`src/rtl/hbd_pkg.sv`:
```
package hbd_pkg;
  typedef enum logic [1:0] {
    K_CFG_RD = 2'd0,
    K_CFG_WR = 2'd1,
    K_MEM_RD = 2'd2,
    K_MEM_WR = 2'd3
  } req_kind_e;

  typedef enum logic [1:0] {
    C_FWD    = 2'd0,
    C_ERR    = 2'd1,
    C_ABSENT = 2'd2
  } dec_cls_e;

  typedef enum logic [1:0] {
    S_IDLE  = 2'd0,
    S_ISSUE = 2'd1,
    S_WAIT  = 2'd2,
    S_RESP  = 2'd3
  } st_e;
endpackage

```
`src/rtl/hbd_win_match.sv`:
```
module hbd_win_match #(
  parameter int AW   = 32,
  parameter int NWIN = 3,
  localparam int PGW = AW - 12
) (
  input  logic [PGW-1:0]      pg,
  input  logic [NWIN*PGW-1:0] base_pg,
  input  logic [NWIN*PGW-1:0] limit_pg,
  output logic                any_hit
);
  logic [NWIN-1:0] hit;

  for (genvar i = 0; i < NWIN; i++) begin : g_win
    logic [PGW-1:0] b, l;
    assign b = base_pg[i*PGW +: PGW];
    assign l = limit_pg[i*PGW +: PGW];
    // inclusive bounds; inverted window is disabled
    assign hit[i] = (b <= l) && (pg >= b) && (pg <= l);
  end

  assign any_hit = |hit;
endmodule

```
`src/rtl/hbd_decode.sv`:
```
module hbd_decode
  import hbd_pkg::*;
#(
  parameter int         AW       = 32,
  parameter logic [7:0] ROOT_BUS = 8'h00,
  localparam int PGW = AW - 12,
  localparam int EHW = AW - 28,
  localparam int NFN = 256
) (
  input  logic           write,
  input  logic [AW-1:0]  addr,
  input  logic [EHW-1:0] ecam_base_hi,
  input  logic [PGW-1:0] out_base_pg,
  input  logic [PGW-1:0] out_limit_pg,
  input  logic           win_hit,
  input  logic [NFN-1:0] fn_present,
  output dec_cls_e       cls,
  output req_kind_e      kind,
  output logic [7:0]     bus,
  output logic [4:0]     dev,
  output logic [2:0]     fn,
  output logic [11:0]    regoff
);
  logic           in_ecam, in_out;
  logic [PGW-1:0] pg;

  assign bus    = addr[27:20];
  assign dev    = addr[19:15];
  assign fn     = addr[14:12];
  assign regoff = addr[11:0];
  assign pg     = addr[AW-1:12];

  always_comb begin
    in_ecam = (addr[AW-1:28] == ecam_base_hi);
    in_out  = (pg >= out_base_pg) && (pg <= out_limit_pg);
    if (in_ecam) begin
      kind = write ? K_CFG_WR : K_CFG_RD;
      cls  = ((bus == ROOT_BUS) && !fn_present[{dev, fn}]) ? C_ABSENT : C_FWD;
    end else if (in_out && win_hit) begin
      kind = write ? K_MEM_WR : K_MEM_RD;
      cls  = C_FWD;
    end else begin
      kind = write ? K_MEM_WR : K_MEM_RD;
      cls  = C_ERR;
    end
  end
endmodule

```
`src/rtl/hbd_ctrl.sv`:
```
module hbd_ctrl
  import hbd_pkg::*;
#(
  parameter int AW = 32,
  parameter int DW = 32,
  localparam int BW = DW / 8
) (
  input  logic          clk,
  input  logic          rst_n,
  input  logic          h_req_valid,
  input  logic [AW-1:0] h_req_addr,
  input  logic [DW-1:0] h_req_wdata,
  input  logic [BW-1:0] h_req_strb,
  input  dec_cls_e      cls,
  input  req_kind_e     kind,
  input  logic [15:0]   cfg_id,
  input  logic [11:0]   cfg_reg,
  output logic          h_rsp_valid,
  output logic [DW-1:0] h_rsp_rdata,
  output logic          h_rsp_err,
  output logic          p_req_valid,
  input  logic          p_req_ready,
  output req_kind_e     p_req_kind,
  output logic [AW-1:0] p_req_addr,
  output logic [15:0]   p_req_id,
  output logic [11:0]   p_req_reg,
  output logic [BW-1:0] p_req_be,
  output logic [DW-1:0] p_req_wdata,
  input  logic          p_cpl_valid,
  input  logic          p_cpl_ur,
  input  logic [DW-1:0] p_cpl_data
);
  st_e           st_q, st_d;
  req_kind_e     kind_q;
  logic [AW-1:0] addr_q;
  logic [15:0]   id_q, id_d;
  logic [11:0]   reg_q, reg_d;
  logic [BW-1:0] be_q;
  logic [DW-1:0] wdata_q, rdata_q, rdata_d;
  logic          err_q, err_d, ld_req, ld_rsp;
  logic          is_cfg;

  assign is_cfg = (kind == K_CFG_RD) || (kind == K_CFG_WR);

  always_comb begin
    st_d    = st_q;
    ld_req  = 1'b0;
    ld_rsp  = 1'b0;
    rdata_d = '0;
    err_d   = 1'b0;
    id_d    = is_cfg ? cfg_id  : 16'h0;
    reg_d   = is_cfg ? cfg_reg : 12'h0;
    case (st_q)
      S_IDLE: if (h_req_valid) begin
        ld_req = 1'b1;
        case (cls)
          C_FWD: st_d = S_ISSUE;
          C_ABSENT: begin
            st_d    = S_RESP;
            ld_rsp  = 1'b1;
            rdata_d = (kind == K_CFG_RD) ? '1 : '0;
          end
          default: begin
            st_d   = S_RESP;
            ld_rsp = 1'b1;
            err_d  = 1'b1;
          end
        endcase
      end
      S_ISSUE: if (p_req_ready) begin
        if (kind_q == K_MEM_WR) begin
          st_d   = S_RESP;
          ld_rsp = 1'b1;
        end else begin
          st_d = S_WAIT;
        end
      end
      S_WAIT: if (p_cpl_valid) begin
        st_d   = S_RESP;
        ld_rsp = 1'b1;
        case (kind_q)
          K_CFG_RD: rdata_d = p_cpl_ur ? '1 : p_cpl_data;
          K_MEM_RD: begin
            rdata_d = p_cpl_ur ? '0 : p_cpl_data;
            err_d   = p_cpl_ur;
          end
          default: rdata_d = '0;
        endcase
      end
      default: st_d = S_IDLE;
    endcase
  end

  always_ff @(posedge clk or negedge rst_n) begin
    if (!rst_n) begin
      st_q    <= S_IDLE;
      kind_q  <= K_CFG_RD;
      addr_q  <= '0;
      id_q    <= '0;
      reg_q   <= '0;
      be_q    <= '0;
      wdata_q <= '0;
      rdata_q <= '0;
      err_q   <= 1'b0;
    end else begin
      st_q <= st_d;
      if (ld_req) begin
        kind_q  <= kind;
        addr_q  <= h_req_addr;
        id_q    <= id_d;
        reg_q   <= reg_d;
        be_q    <= h_req_strb;
        wdata_q <= h_req_wdata;
      end
      if (ld_rsp) begin
        rdata_q <= rdata_d;
        err_q   <= err_d;
      end
    end
  end

  assign p_req_valid = (st_q == S_ISSUE);
  assign h_rsp_valid = (st_q == S_RESP);
  assign p_req_kind  = kind_q;
  assign p_req_addr  = addr_q;
  assign p_req_id    = id_q;
  assign p_req_reg   = reg_q;
  assign p_req_be    = be_q;
  assign p_req_wdata = wdata_q;
  assign h_rsp_rdata = rdata_q;
  assign h_rsp_err   = err_q;

  a_r10_req_hold: assert property (@(posedge clk) disable iff (!rst_n)
    (p_req_valid && !p_req_ready) |=>
      (p_req_valid && $stable(p_req_kind) && $stable(p_req_addr) && $stable(p_req_wdata)));

  a_r10_rsp_pulse: assert property (@(posedge clk) disable iff (!rst_n)
    h_rsp_valid |=> !h_rsp_valid);

  a_r10_req_origin: assert property (@(posedge clk) disable iff (!rst_n)
    $rose(p_req_valid) |-> $past(h_req_valid));

  a_r8_ur_ones: assert property (@(posedge clk) disable iff (!rst_n)
    (st_q == S_WAIT && p_cpl_valid && p_cpl_ur && kind_q == K_CFG_RD) |=>
      (h_rsp_valid && h_rsp_rdata == '1 && !h_rsp_err));

  a_r9_ur_err: assert property (@(posedge clk) disable iff (!rst_n)
    (st_q == S_WAIT && p_cpl_valid && p_cpl_ur && kind_q == K_MEM_RD) |=>
      (h_rsp_valid && h_rsp_err));

  a_r12_quiet_reset: assert property (@(posedge clk)
    !rst_n |-> (!p_req_valid && !h_rsp_valid));
endmodule

```
`src/rtl/ecam_host_decoder.sv`:
```
module ecam_host_decoder
  import hbd_pkg::*;
#(
  parameter int         AW       = 32,
  parameter int         DW       = 32,
  parameter int         NWIN     = 3,
  parameter logic [7:0] ROOT_BUS = 8'h00,
  localparam int PGW = AW - 12,
  localparam int EHW = AW - 28,
  localparam int BW  = DW / 8,
  localparam int NFN = 256
) (
  input  logic                clk,
  input  logic                rst_n,
  input  logic                h_req_valid,
  input  logic                h_req_write,
  input  logic [AW-1:0]       h_req_addr,
  input  logic [DW-1:0]       h_req_wdata,
  input  logic [BW-1:0]       h_req_strb,
  output logic                h_rsp_valid,
  output logic [DW-1:0]       h_rsp_rdata,
  output logic                h_rsp_err,
  input  logic [EHW-1:0]      ecam_base_hi,
  input  logic [PGW-1:0]      out_base_pg,
  input  logic [PGW-1:0]      out_limit_pg,
  input  logic [NWIN*PGW-1:0] win_base_pg,
  input  logic [NWIN*PGW-1:0] win_limit_pg,
  input  logic [NFN-1:0]      fn_present,
  output logic                p_req_valid,
  input  logic                p_req_ready,
  output logic [1:0]          p_req_kind,
  output logic [AW-1:0]       p_req_addr,
  output logic [15:0]         p_req_id,
  output logic [11:0]         p_req_reg,
  output logic [BW-1:0]       p_req_be,
  output logic [DW-1:0]       p_req_wdata,
  input  logic                p_cpl_valid,
  input  logic                p_cpl_ur,
  input  logic [DW-1:0]       p_cpl_data
);
  logic       win_hit;
  dec_cls_e   cls;
  req_kind_e  kind, kind_o;
  logic [7:0] bus;
  logic [4:0] dev;
  logic [2:0] fn;
  logic [11:0] regoff;

  hbd_win_match #(.AW(AW), .NWIN(NWIN)) win_i (
    .pg       (h_req_addr[AW-1:12]),
    .base_pg  (win_base_pg),
    .limit_pg (win_limit_pg),
    .any_hit  (win_hit)
  );

  hbd_decode #(.AW(AW), .ROOT_BUS(ROOT_BUS)) dec_i (
    .write        (h_req_write),
    .addr         (h_req_addr),
    .ecam_base_hi (ecam_base_hi),
    .out_base_pg  (out_base_pg),
    .out_limit_pg (out_limit_pg),
    .win_hit      (win_hit),
    .fn_present   (fn_present),
    .cls          (cls),
    .kind         (kind),
    .bus          (bus),
    .dev          (dev),
    .fn           (fn),
    .regoff       (regoff)
  );

  hbd_ctrl #(.AW(AW), .DW(DW)) ctl_i (
    .clk         (clk),
    .rst_n       (rst_n),
    .h_req_valid (h_req_valid),
    .h_req_addr  (h_req_addr),
    .h_req_wdata (h_req_wdata),
    .h_req_strb  (h_req_strb),
    .cls         (cls),
    .kind        (kind),
    .cfg_id      ({bus, dev, fn}),
    .cfg_reg     (regoff),
    .h_rsp_valid (h_rsp_valid),
    .h_rsp_rdata (h_rsp_rdata),
    .h_rsp_err   (h_rsp_err),
    .p_req_valid (p_req_valid),
    .p_req_ready (p_req_ready),
    .p_req_kind  (kind_o),
    .p_req_addr  (p_req_addr),
    .p_req_id    (p_req_id),
    .p_req_reg   (p_req_reg),
    .p_req_be    (p_req_be),
    .p_req_wdata (p_req_wdata),
    .p_cpl_valid (p_cpl_valid),
    .p_cpl_ur    (p_cpl_ur),
    .p_cpl_data  (p_cpl_data)
  );

  assign p_req_kind = kind_o;

  // a locally rejected access never leaves a request behind it
  a_r4_err_no_req: assert property (@(posedge clk) disable iff (!rst_n)
    (h_rsp_valid && h_rsp_err && !$past(p_req_valid)) |-> !p_req_valid);
endmodule

```
`config.mk`:
```
export PLATFORM = sky130hd
export DESIGN_NAME = ecam_host_decoder
export DESIGN_NICKNAME = d
export VERILOG_FILES = /design/src/rtl/hbd_pkg.sv /design/src/rtl/hbd_win_match.sv /design/src/rtl/hbd_decode.sv /design/src/rtl/hbd_ctrl.sv /design/src/rtl/ecam_host_decoder.sv
export SDC_FILE = /design/constraint.sdc
export NUM_CORES = 1
export LEC_CHECK = 0
export ABC_AREA = 1
export BUFFER_PORTS_ARGS = -buffer_cell sky130_fd_sc_hd__buf_2
export CAP_MARGIN = 20
export CORE_AREA = 2 2 259 261
export DETAILED_ROUTE_END_ITERATION = 12
export DIE_AREA = 0 0 261 263
export GPL_TIMING_DRIVEN = 1
export HOLD_SLACK_MARGIN = 0.03
export PLACE_DENSITY = 0.43
export SETUP_SLACK_MARGIN = 0.4
export SLEW_MARGIN = 40
export SYNTH_ARGS = -nofsm -noshare
export SYNTH_HDL_FRONTEND = slang
export SYNTH_SLANG_ARGS = --single-unit
```
`constraint.sdc`:
```
create_clock -name clk -period 2 [get_ports clk]
set_clock_uncertainty 0.2 [all_clocks]
set_input_delay 0.2 -clock clk [delete_from_list [all_inputs] [get_ports clk]]
set_output_delay 0.2 -clock clk [all_outputs]
set_load 0.01 [all_outputs]
```
# Word-level counts from Yosys, hierarchy flattened

Cells that the tools add are included.

Flip-flop bits (word level): 133
Output and inout bits: 133

$lt $le $gt $ge: 12
Equal/unequal tests: 11
Mux-type cells: 37
Reduce and logical (&&, ||, !) cells: 19

Operators with widths:

| cell               | count |
|---|---|
| $mux 32            | 6 |
| $le 20x20->1       | 7 |
| $pmux 32 s2        | 2 |
| $ge 20x20->1       | 4 |
| $mux 1             | 16 |
| $mux 16            | 1 |
| $mux 2             | 7 |
| $mux 12            | 1 |
| $eq 2x2->1 const B | 5 |
| $logic_and 1x1->1  | 9 |
| $lt 8x9->1 const B | 1 |
| $bmux 1 s8         | 1 |
| $logic_not 2->1    | 4 |
| $logic_not 8->1    | 1 |
| $pmux 2 s3         | 1 |
| $eq 2x1->1 const B | 2 |
| $eq 4x4->1         | 1 |
| $ne 2x2->1 const B | 2 |
| $pmux 1 s3         | 1 |
| $reduce_and 3->1   | 1 |
| $reduce_or 3->1    | 1 |
| $ne 2x1->1 const B | 1 |
| $pmux 1 s2         | 1 |
| $reduce_or 2->1    | 1 |
| 2 further kinds    | 2 |

# Depth between registers and ports, before layout

Depth in word-level cells: 12
Mapped depth: 21
Mapped depth without buffers: 20

# Hierarchy

From an unflattened synthesis, not the netlist that was laid out.

Cell total of the unflattened synthesis: 2252
Area, all modules: 14362.5 sq um

By module, submodules not included:

| module        | times used | cells each | area an instance (sq um) |
|---|---|---|---|
| hbd_ctrl      | 1          | 684        | 5713.0 |
| hbd_win_match | 1          | 790        | 4813.4 |
| hbd_decode    | 1          | 778        | 3836.2 |

# Worst setup path after synthesis

OpenSTA, ideal clock, no wires.

Kind: input-to-reg
Start: in h_req_addr[12]
End: reg ctl_i.rdata_q[10], in the netlist ctl_i.h_rsp_rdata[10]
Setup time: 0.117 ns
Arrival time: 2.035 ns
Path slack: -0.352 ns
Stages: 21
Path buffers: 3
Cell sequence: inv_2 buf_2 buf_2 ha_1 nor2_1 nor2_1 o21ai_0 nand4_1 nand3_1 o21ai_0 nand2_1 inv_1 nand2_1 nand2_1 nand2_1 nand2_1 nand2_2 nand2_2 buf_4 nand2_1 nand2_1

Cells in the longest elaborated chain, start to end: 11
Elaborated cells on any way between the ends: 32
Those cells by class: 8 x order compare; 1 x eq/ne; 11 x mux; 12 x reduce/logical

RTL lines:

| element                                       | RTL line                | RTL |
|---|---|---|
| start, declared                               | ecam_host_decoder.sv:17 | `input logic [AW-1:0] h_req_addr,` |
| $ge 20x20->1                                  | hbd_win_match.sv:18     | `assign hit[i] = (b <= l) && (pg >= b) && (pg <= l);` |
| $logic_and 1x1->1 (2 in a row)                | hbd_win_match.sv:18     |  |
| $reduce_or 3->1                               | hbd_win_match.sv:21     | `assign any_hit = \|hit;` |
| $logic_and 1x1->1                             | hbd_decode.sv:39        | `end else if (in_out && win_hit) begin` |
| $mux 1                                        | hbd_decode.sv:39        |  |
| $mux 2 (*)                                    | hbd_decode.sv:36        | `if (in_ecam) begin` |
| $eq 2x2->1 or $logic_not 2->1 (tied branches) | hbd_ctrl.sv:56          | `case (cls)` |
| $mux 32 or $mux 1 (tied branches)             | hbd_ctrl.sv:56          |  |
| $mux 32 or $mux 1 (tied branches)             | hbd_ctrl.sv:54          | `S_IDLE: if (h_req_valid) begin` |
| $pmux 32 s2 or $pmux 1 s3 (tied branches)     | hbd_ctrl.sv:53          | `case (st_q)` |
| end signal, assigned                          | hbd_ctrl.sv:116         | `rdata_q <= rdata_d;` |
| end, declared                                 | hbd_ctrl.sv:39          | `logic [DW-1:0] wdata_q, rdata_q, rdata_d;` |

Mark *: on every way between the ends. The rest lies on a longest branch, timed or not. The select of a mux whose other input is x is not followed.
A chain may end at the register's enable or synchronous reset.

# Worst setup path after layout

Start: in win_base_pg[54]
End: reg ctl_i.rdata_q[16], in the netlist ctl_i.h_rsp_rdata[16]

Cells in the longest elaborated chain, start to end: 11
Elaborated cells on any way between the ends: 16
Those cells by class: 2 x order compare; 1 x eq/ne; 8 x mux; 5 x reduce/logical

RTL lines:

| element                                       | RTL line                | RTL |
|---|---|---|
| start, declared                               | ecam_host_decoder.sv:26 | `input logic [NWIN*PGW-1:0] win_base_pg,` |
| $le 20x20->1 or $ge 20x20->1 (tied branches)  | hbd_win_match.sv:18     |  |
| $logic_and 1x1->1 (*) (2 in a row)            | hbd_win_match.sv:18     |  |
| $reduce_or 3->1 (*)                           | hbd_win_match.sv:21     |  |
| $logic_and 1x1->1 (*)                         | hbd_decode.sv:39        |  |
| $mux 1 (*)                                    | hbd_decode.sv:39        |  |
| $mux 2 (*)                                    | hbd_decode.sv:36        |  |
| $eq 2x2->1 or $logic_not 2->1 (tied branches) | hbd_ctrl.sv:56          |  |
| $mux 32 or $mux 1 (tied branches)             | hbd_ctrl.sv:56          |  |
| $mux 32 or $mux 1 (tied branches)             | hbd_ctrl.sv:54          |  |
| $pmux 32 s2 or $pmux 1 s3 (tied branches)     | hbd_ctrl.sv:53          |  |

Mark *: on every way between the ends. The rest lies on a longest branch, timed or not.

==> out/summary.log <==
qor: outcome.status finished with violations
qor: outcome.failed_checks negative setup slack
qor: critical_path.cp_num_buf_inv 6
qor: yosys.synth_top_family_by_area simple AND/OR/NAND/NOR gates
qor: critical_path.timing.critical_path.required 2.12 ns
qor: power_and_ir_drop.p_comb_frac 0.597
qor: yosys.synth.cell_area 0.0138 mm2
qor: critical_path.timing.critical_path.from_type input port
qor: clock_network.cts_root_buffer sky130_fd_sc_hd__clkbuf_16
qor: floorplanning.top_level_ports 660
qor: power_and_ir_drop.finalPower 18600 uW
qor: yosys.synth.net_count 2896
qor: power_and_ir_drop.power.density 736 mW/mm2
qor: yosys.synth_mux_area_frac 0
qor: critical_path.crit_fanout 11
qor: critical_path.max_stage_delay 0.26 ns
qor: clock_network.cts.sink_count 133
qor: sta.final_period_minus_worst_setup_slack 2.35 ns
qor: min_path.whs_path_depth 5
qor: sta.hold_viol_final 0
qor: critical_path.cp_num_cells 20
qor: floorplanning.initial_core_utilization 0.210
qor: power_and_ir_drop.irDropWorstVdd 607 uV
qor: clock_network.cts_tree yes
qor: clock_network.cts-buffers-inserted 17
qor: grt.global_route.usage.total 0.213
qor: yosys.post_synth_and_or_nand_nor_area_fraction 0.369
qor: sta.whs 0.0327 ns
qor: yosys.synth.avg_cell_area 6.41 um2
qor: yosys.postSynthCellCount 2145
qor: drt.drt_pre_antenna_iters 5
qor: drt.finalWirelength 78100 um
qor: clock_network.ctsHtreeMaxLevel 4
qor: clock_network.cts-root-to-sink-buffers 2
qor: floorplanning.chipWidth 261 um
qor: min_path.hold_path.class in2reg
qor: power_and_ir_drop.power.internal 10700 uW
qor: sta.timing.final.ws_setup -0.348 ns
qor: critical_path.critical_path.most_common_cell sky130_fd_sc_hd__nand2_4
qor: floorplanning.fp.coreArea 0.0656 mm2
qor: sta.final_max_slew_viol_count 0
qor: floorplanning.placement_rows 94
qor: sta.max_slew.worst_pin.slew 0.618 ns
qor: yosys.count_of_state_elements_after_synthesis 133
qor: drt.vias 18.4k
qor: yosys.synth.yosys.seq_area_share 0.242
qor: critical_path.cp.arrival 2.47 ns
qor: cells_and_area.layout.cells.most_common sky130_fd_sc_hd__buf_2
qor: sta.final_min_period_over_clock_period 1.17
qor: cells_and_area.finish.instance_area 0.0252 mm2
qor: yosys.post_synth_xor_area_fraction 0.00255
qor: critical_path.critical_path.top_delay_family simple AND/OR/NAND/NOR gates
qor: drt.detailed_route_vias_per_instance 4.64
qor: placement.place_area 0.0196 mm2
qor: cells_and_area.syn_to_final_growth 83.3%
qor: power_and_ir_drop.p_leak 0.0139 uW
qor: sta.fmax 426 MHz
qor: drt.route.detailed.wl_per_inst 19.7 um
qor: yosys.synth.distinct_cells 28
qor: floorplanning.die_area 0.0686 mm2
qor: drt.drt_drc_violations_left 0
qor: placement.dpl.hpwl 59400 um
qor: cells_and_area.highest_count_cells_in_the_layout_ignoring_fill_and_taps sky130_fd_sc_hd__buf_2 (627), sky130_fd_sc_hd__nand2_1 (523), sky130_fd_sc_hd__nand3_1 (245)
qor: clock_network.cts.clk_slew.worst_paths 0.07 ns
qor: yosys.yosys_warnings 0
qor: grt.grt_pass1_wl 111000 um
qor: drt.drtAntennaViolNets 0
qor: cells_and_area.final_net_count 3826
qor: critical_path.crit_chain buf_2, buf_4, inv_2, ha_4, nand4_1, nor3_2, buf_4, nand3_1, nand4_1, nand3_2, nand3_2, nand2_4, nand2_4, nand2_4, nand2_4, nand2_8, buf_6, buf_12, nand3_1, nand2_1
qor: sta.maxSlewHeadroom 0.584
qor: clock_network.insertion_delay 0.43 ns
qor: drt.first_iteration_detailed_routing_drc_count 1002
qor: power_and_ir_drop.power.net_switching 7920 uW
qor: critical_path.critPathSlowestCell sky130_fd_sc_hd__ha_4
qor: power_and_ir_drop.clockPowerShare 0.176
qor: sta.total_of_endpoints_with_negative_setup_slack_in_the_final_report 33
qor: critical_path.path_class in2reg
qor: grt.first_global_vias 18.9k
qor: critical_path.end_kind register
qor: sta.grt_setup_unrepaired true
qor: yosys.yosys.area_share.adder 0.204
qor: grt.grt_remaining_overflow 0
qor: cells_and_area.drive_gt1_frac 0.458
qor: yosys.synth_compound_gate_area_share 0.0848
qor: placement.io_buffers 659
qor: power_and_ir_drop.sequentialPowerShare 0.226
qor: floorplanning.die_height 263 um
qor: grt.initial_antenna_violation_count 23
qor: grt.largest_net_degree_at_the_start_of_global_routing 54
qor: flow_run.drv.max_cap_violation_count 0
qor: critical_path.reg2regPathDepth 10
qor: placement.finalWeightedCongestion 0.962
qor: power_and_ir_drop.switching_share 0.426
## cells in the mapped netlist, drive strengths merged
master	count	area (um2)
a21oi	99	495
dfrtp	133	3330
nand3	309	1550
o21a	6	45.0
nand2	751	2820
clkinv	1	3.75
o21ai	104	521
nand3b	2	15.0
nor3	10	50.1
a21o	2	15.0
a21boi	2	15.0
nor2	111	417
ha	224	2800
a211oi	1	7.51
o21bai	7	52.6
o311ai	1	8.76
nor3b	2	15.0
o22ai	1	6.26
nand4	31	194
buf	46	231
xnor2	4	35.0
clkbuf	48	180
inv	248	931
nor4	2	12.5
## through the flow
stage               worst slack [ns]  TNS (ns)   util  cells
floorplan                     -0.147     -4.47      -   2145
global placement               -1.16    -38.52  0.299   3754
detailed placement             -1.19    -39.56  0.299   3754
CTS                           -0.277     -8.63  0.360   3930
global route                  -0.445    -13.52  0.384   3959
finish                        -0.348    -10.51  0.384   3966
## layer usage
metal,wire length (um),global-route usage,part of all wire,vias to the layer above
li1,-,-,-,8924
met1,32200,0.260,0.41,8664
met2,38200,0.371,0.49,659
met3,5500,0.0465,0.071,127
met4,2080,0.0628,0.027,18
met5,119,0,0.0015,-
## final timing paths
check | slack [ns] | from | end
setup / recovery | -0.35 | win_base_pg[54] | ctl_i.h_rsp_rdata[16]$_DFFE_PN0P_
hold / removal | 0.03 | h_req_addr[26] | ctl_i.p_req_addr[26]$_DFFE_PN0P_
setup reg to reg | -0.31 | ctl_i.st_q[0]$_DFFE_PN0P_ | ctl_i.h_rsp_rdata[16]$_DFFE_PN0P_
hold reg to reg | 0.28 | ctl_i.h_rsp_rdata[9]$_DFFE_PN0P_ | ctl_i.h_rsp_rdata[9]$_DFFE_PN0P_
max in group asynchronous | 0.89 | rst_n | ctl_i.p_req_wdata[4]$_DFFE_PN0P_
min in group asynchronous | 0.12 | rst_n | ctl_i.h_rsp_rdata[18]$_DFFE_PN0P_
## what timing repair did
| action | 4_1_cts | 5_1_grt |
|---|---|---|
| cloned | 32 | 10 |
| hold buffers | 67 | 1 |
| endpoints found under the setup margin | 135 | 135 |
| resized for setup | 402 | 303 |
| hold endpoints to repair | 213 | 2 |
| setup buffers | 45 | 11 |
| pin swaps | 103 | 112 |
## tightest hold or removal path, stage by stage
cell and delay, ns:
sky130_fd_sc_hd__buf_12 0.11, sky130_fd_sc_hd__buf_8 0.11, sky130_fd_sc_hd__buf_4 0.12, sky130_fd_sc_hd__nand2_4 0.04, sky130_fd_sc_hd__nand2_2 0.04
## layout make-up
cell class	instances	area, um2
well taps	864	1080
clock buffers	17	425
diodes	14	35.0
repair buffers	998	7660
fillers	6842	40400
repair inverters	3	31.3
multi-input cells	1673	11400
inverters	249	1010
flip-flops and latches	133	3330
clock inverters	15	184
## cell families (layout without fill, tap and decap cells)
family,count (synthesis),count (layout)
xor gates and xnor gates,4,4
DFF,133,133
buffers and inverters,343,1282
other,0,14
adders and majority gates,224,224
and+or+nand+nor,1218,1222
AOI/OAI and AO/OA,223,223
## power by group through the flow
stage / clock, uW / combinational (uW) / sequential (uW)
after global placement: 0 / 6680 / 4040
after detailed placement: 0 / 6730 / 4060
after global routing: 3440 / 11900 / 4300
after CTS: 3350 / 9740 / 4100
final: 3270 / 11100 / 4200
after floorplan: 0 / 3020 / 4440
Note: power is estimated with default switching activity, not from simulation.
